## src/rtl/ray_park_buffer.sv

```systemverilog
module ray_park_buffer #(
  parameter int RAY_W  = 16,
  parameter int ADDR_W = 12,
  parameter int DATA_W = 32,
  parameter int ROWS   = 4,
  parameter int SLOTS  = 8
) (
  input  logic              clk,
  input  logic              rst_n,
  input  logic              in_valid,
  output logic              in_ready,
  input  logic [RAY_W-1:0]  in_ray,
  input  logic [ADDR_W-1:0] in_addr,
  input  logic              in_hit,
  input  logic [DATA_W-1:0] in_data,
  output logic              refill_req_valid,
  output logic [ADDR_W-1:0] refill_req_addr,
  input  logic              fill_valid,
  input  logic [ADDR_W-1:0] fill_addr,
  input  logic [DATA_W-1:0] fill_data,
  output logic              out_valid,
  output logic [RAY_W-1:0]  out_ray,
  output logic [DATA_W-1:0] out_data
);
  localparam int RW = (ROWS > 1) ? $clog2(ROWS) : 1;
  localparam int SW = (SLOTS > 1) ? $clog2(SLOTS) : 1;
  localparam int CW = $clog2(SLOTS + 1);

  logic [ROWS-1:0]   row_vld, row_fill;
  logic [ADDR_W-1:0] row_tag  [ROWS];
  logic [DATA_W-1:0] row_data [ROWS];
  logic [CW-1:0]     row_cnt  [ROWS];
  logic [RAY_W-1:0]  slot     [ROWS][SLOTS];

  logic          busy;
  logic [RW-1:0] cur_row;
  logic [CW-1:0] rd_cnt;

  logic          match_any, free_any, ready_any, fill_hit;
  logic [RW-1:0] match_row, free_row, ready_row, fill_row;

  always_comb begin
    match_any = 1'b0; match_row = '0;
    free_any  = 1'b0; free_row  = '0;
    ready_any = 1'b0; ready_row = '0;
    fill_hit  = 1'b0; fill_row  = '0;
    for (int r = ROWS - 1; r >= 0; r--) begin
      if (row_vld[r] && !row_fill[r] && row_tag[r] == in_addr) begin
        match_any = 1'b1; match_row = RW'(r);
      end
      if (!row_vld[r]) begin
        free_any = 1'b1; free_row = RW'(r);
      end
      if (row_vld[r] && row_fill[r]) begin
        ready_any = 1'b1; ready_row = RW'(r);
      end
      if (row_vld[r] && !row_fill[r] && row_tag[r] == fill_addr) begin
        fill_hit = 1'b1; fill_row = RW'(r);
      end
    end
  end

  logic          drain_go, can_park, take, park, alloc, last;
  logic [RW-1:0] drain_row, tgt;

  assign drain_row = busy ? cur_row : ready_row;
  assign drain_go  = busy | ready_any;
  assign can_park  = match_any ? (row_cnt[match_row] != CW'(SLOTS)) : free_any;
  assign in_ready  = in_hit ? !drain_go : can_park;
  assign take      = in_valid & in_ready;
  assign park      = take & !in_hit;
  assign alloc     = park & !match_any;
  assign tgt       = match_any ? match_row : free_row;
  assign last      = (rd_cnt + CW'(1)) == row_cnt[drain_row];

  assign refill_req_valid = alloc;
  assign refill_req_addr  = in_addr;
  assign out_valid = drain_go | (take & in_hit);
  assign out_ray   = drain_go ? slot[drain_row][SW'(rd_cnt)] : in_ray;
  assign out_data  = drain_go ? row_data[drain_row] : in_data;

  always_ff @(posedge clk) begin
    if (!rst_n) begin
      row_vld  <= '0;
      row_fill <= '0;
      busy     <= 1'b0;
      cur_row  <= '0;
      rd_cnt   <= '0;
      for (int r = 0; r < ROWS; r++) row_cnt[r] <= '0;
    end else begin
      if (park) begin
        slot[tgt][SW'(row_cnt[tgt])] <= in_ray;
        row_cnt[tgt] <= row_cnt[tgt] + CW'(1);
        if (alloc) begin
          row_vld[tgt]  <= 1'b1;
          row_fill[tgt] <= 1'b0;
          row_tag[tgt]  <= in_addr;
        end
      end
      if (fill_valid && fill_hit) begin
        row_fill[fill_row] <= 1'b1;
        row_data[fill_row] <= fill_data;
      end
      if (drain_go) begin
        if (last) begin
          row_vld[drain_row]  <= 1'b0;
          row_fill[drain_row] <= 1'b0;
          row_cnt[drain_row]  <= '0;
          busy   <= 1'b0;
          rd_cnt <= '0;
        end else begin
          busy    <= 1'b1;
          cur_row <= drain_row;
          rd_cnt  <= rd_cnt + CW'(1);
        end
      end
    end
  end

  for (genvar g = 0; g < ROWS; g++) begin : g_row_chk

    slot_cap_chk: assert property (@(posedge clk) disable iff (!rst_n)
      row_cnt[g] <= CW'(SLOTS));

    live_row_chk: assert property (@(posedge clk) disable iff (!rst_n)
      row_vld[g] |-> row_cnt[g] != '0);
  end


  drain_prio_chk: assert property (@(posedge clk) disable iff (!rst_n)
    (busy || |(row_vld & row_fill)) |-> !(in_valid && in_hit && in_ready));


  drain_hold_chk: assert property (@(posedge clk) disable iff (!rst_n)
    busy |-> (row_vld[cur_row] && row_fill[cur_row] && out_valid));


  req_once_chk: assert property (@(posedge clk) disable iff (!rst_n)
    refill_req_valid |=> !(refill_req_valid && refill_req_addr == $past(refill_req_addr)));
endmodule

```

## config.mk

```make
export PLATFORM = sky130hd
export DESIGN_NAME = ray_park_buffer
export DESIGN_NICKNAME = d
export VERILOG_FILES = /design/src/rtl/ray_park_buffer.sv
export SDC_FILE = /design/constraint.sdc
export NUM_CORES = 1
export LEC_CHECK = 0
export BUFFER_PORTS_ARGS = -buffer_cell sky130_fd_sc_hd__buf_4
export CELL_PAD_IN_SITES_DETAIL_PLACEMENT = 1
export CELL_PAD_IN_SITES_GLOBAL_PLACEMENT = 1
export CORE_MARGIN = 1.5
export CORE_UTILIZATION = 44
export CTS_CLUSTER_DIAMETER = 200
export DETAILED_ROUTE_END_ITERATION = 6
export GPL_ROUTABILITY_DRIVEN = 0
export PLACE_DENSITY = 0.71
export SYNTH_ARGS = -nofsm -noshare
export SYNTH_HDL_FRONTEND = slang
export SYNTH_SLANG_ARGS = --single-unit
```

## constraint.sdc

```tcl
create_clock -name clk -period 6.8 [get_ports clk]
set_clock_uncertainty 0.2 [all_clocks]
set_input_delay 1.7 -clock clk [delete_from_list [all_inputs] [get_ports clk]]
set_output_delay 1.7 -clock clk [all_outputs]
set_load 0.02 [all_outputs]
```

==> results.toml <==
[status]
outcome = "finished clean"

[grt]
grt_pass1_vias = 18900
track_usage_pct = 23.1
grt_pass1_wl_um = 121000
grt_overflow_total = 0
grt_antenna_before_repair = 3
grt_max_degree = 90

[setup_path]
r2r_cells = 11
cp_max_fo = 9
arrival_ps = 4410
max_stage_delay_ps = 690
r2r_end = "slot[2][30]$_DFFE_PP_"
startpoint_type = "primary input"
crit_slowest_cell = "or4_1"
cp_top_family = "simple AND/OR/NAND/NOR gates"
r2r_slack_ps = 2280
path_cells = "buf_4, xnor2_1, nand4_1, or4_1, o21a_1, or2_2, mux2_2, nand2_1, o21ai_0, mux2i_1, o21ai_0, buf_4"
end_kind = "output port"
required_ps = 4900
cp_num_buf_inv = 2
worstSetupPathType = "primary input to output port"
r2r-start = "row_vld[1]$_SDFF_PN0_"

[logic_synthesis]
postSynth.asyncResetShare_pct = 0
yosysSeqAreaShare_pct = 72.0
yosys.area.top_type = "edfxtp_1"
syn_inst = 1933
ys_seq_elements = 719
avgSynthCellArea_um2 = 15.3
synth_cell_types = 66
synthTopCellsByArea = "edfxtp_1, mux2i_1, mux2_2"
syn_area_um2 = 29600
synth-main-ff-cell = "edfxtp_1"
synth-edff-count = 688
yosys_warnings = 0
synth.top_cell.area_share_pct = 69.9
synth.net_count = 2044

[sta]
finalHoldViolCount = 0
period_share_pct = 92.8
setup_viol = 0
fmax_ghz = 0.159
hold-worst-slack_ps = 299
period_needed_ps = 6310
finalSetupTns_ps = 0
slew_viol_final = 0
rsz0062_at_grt = "no"
max_slew_margin_pct = 25.1
worstMarginPinSlew_ps = 1120

[clock_network]
ctsRootBufferMaster = "clkbuf_16"
numCtsBuffers = 74
clock_latency_ps = 620
cts_buffer_depth = 3
cts_htree_levels = 3
cts_resized = 0
clkSinkCount = 719
post-cts-setup-buffers = 0
path_clk_slew_ps = 60
ctsHoldBuffers = 0
tritoncts = "yes"

[pwr]
power_density_nw_per_um2 = 270
ir_worst_vdd_mv = 0.192
p_leak_nw = 11.1

[floorplanning]
rows = 94
die_h_um = 262
die_w_um = 262
core_um2 = 66100
initial_core_util_pct = 44.7
dieArea_um2 = 68800
ioPinCount = 172

[route]
dr.first_iter.drc_count = 1891
drc_errors = 0
antenna_left = 0
drt_first_pass_iters = 6
wirelength_um = 80200
vias = 17900
post_drt_via_cell_ratio = 5.93
wl_per_cell_um = 26.6

[min_path]
hp-class = "flip-flop to flip-flop"
hold_end = "row_fill[2]$_SDFF_PN0_"
worstHoldPathCells = 2
worstHoldStart = "row_fill[2]$_SDFF_PN0_"

[layout]
areaGrowthSynthToFinish_pct = 15.6
drive_gt1_share_pct = 20.7
final_nets = 2200

[placement]
hpwlAfterDp_um = 47400
io_buffers = 171

[run]
cap_viol_max_count = 0
## cells by family after synthesis
family / count (synthesis) / share of synthesized area [%]
flops: 719 / 72.0
xor+xnor: 104 / 3.11
buf+inv: 156 / 2.44
mux: 189 / 7.37
compound gates: 385 / 9.31
simple gates: 378 / 5.74
fa+ha+maj: 2 / 0.0846
## worst max-delay path by stage
stage / startpoint / end / slack, ps / cells past startpoint
6_report: in_addr[6] / in_ready / 490 / 12
5_1_grt: in_addr[0] / in_ready / 320 / 11
3_3_place_gp: in_addr[6] / in_ready / 580 / 12
2_1_floorplan: in_addr[4] / in_ready / 770 / 11
3_5_place_dp: in_addr[6] / in_ready / 520 / 12
4_1_cts: in_addr[6] / in_ready / 500 / 12
## cell type report
class                      count  area (µm²)
clock inverter                25         287
clock buffer                 108        2090
multi-input combinational   1058        7670
sequential                   719       21300
inverter                      14        52.6
tap                          864        1080
antenna                        1        2.50
fill                        6364       31900
timing repair buffer         222        1730
## cells in the mapped netlist, types with 32 or more instances
master	n
edfxtp_1	688
nor2_1	148
nand2_1	132
mux2i_1	105
a21oi_1	95
clkbuf_1	79
xnor2_1	79
o21ai_0	78
a222oi_1	68
mux2_2	67
buf_2	40
a22oi_1	33
a221oi_1	32
o2111ai_1	32
## flip-flops by register name, indices dropped and copies added (netlist names)
register and cells:
cur_row 2, row_vld 4, row_cnt 16, row_data 128
busy 1, row_tag 48, row_fill 4, rd_cnt 4
slot 512
## through the flow
stage	total power, mW	cell area (µm²)	worst slack, ps	utilization [%]	cells
final	9.23	34200	491	51.7	3011
after global routing	9.47	34200	320	51.7	3010
after floorplan	5.12	29600	771	-	1933
after global placement	5.28	31800	584	48.1	2877
after CTS	9.29	34200	499	51.7	3010
after detailed placement	5.30	31800	521	48.1	2877
## metal layers
layer / GRT usage (%) / wire length, µm / vias to the layer above
met5: 0 / 18 / -
met4: 7.45 / 2270 / 4
met3: 4.59 / 5090 / 143
met2: 39.3 / 40200 / 607
met1: 29.8 / 32600 / 9234
li1: - / - / 7875
## where the power goes
group          internal (mW)  switching, mW
registers               4.86        0.00980
clock network           2.34           1.69
logic                  0.121          0.212
total                   7.32           1.91
## placed cells by master (no fill, tap or decap), drive strengths merged, types with 3 or more instances in the layout
master,Yosys,layout
or4,3,3
nand4b,3,3
o2111ai,32,32
mux2i,106,106
nand3b,3,3
nor2,149,149
a21o,3,3
mux4,16,16
nor2b,9,9
a22oi,33,33
o21a,4,4
xnor2,80,80
nand3,14,14
buf,63,222
nor3,7,7
mux2,67,67
a21oi,97,97
nand2,132,132
bufinv,0,5
nand2b,5,5
nor4,14,14
or2,5,5
edfxtp,688,688
xor2,24,24
nand4,18,18
a31oi,4,4
clkbuf,79,108
and2,9,9
clkinv,0,17
dfxtp,31,31
a211oi,10,10
a221oi,32,32
a22o,3,3
inv,14,16
a222oi,68,68
o21ai,86,86
## worst reg2reg max path, delay by kind of cell (launching register included)
kind / cells / cell delay (ps)
AND/OR/NAND/NOR: 7 / 2280
AO/OA/AOI/OAI: 3 / 800
buffers and inverters: 1 / 310
flip-flops: 1 / 570
Power figures use the tool's default switching activity.
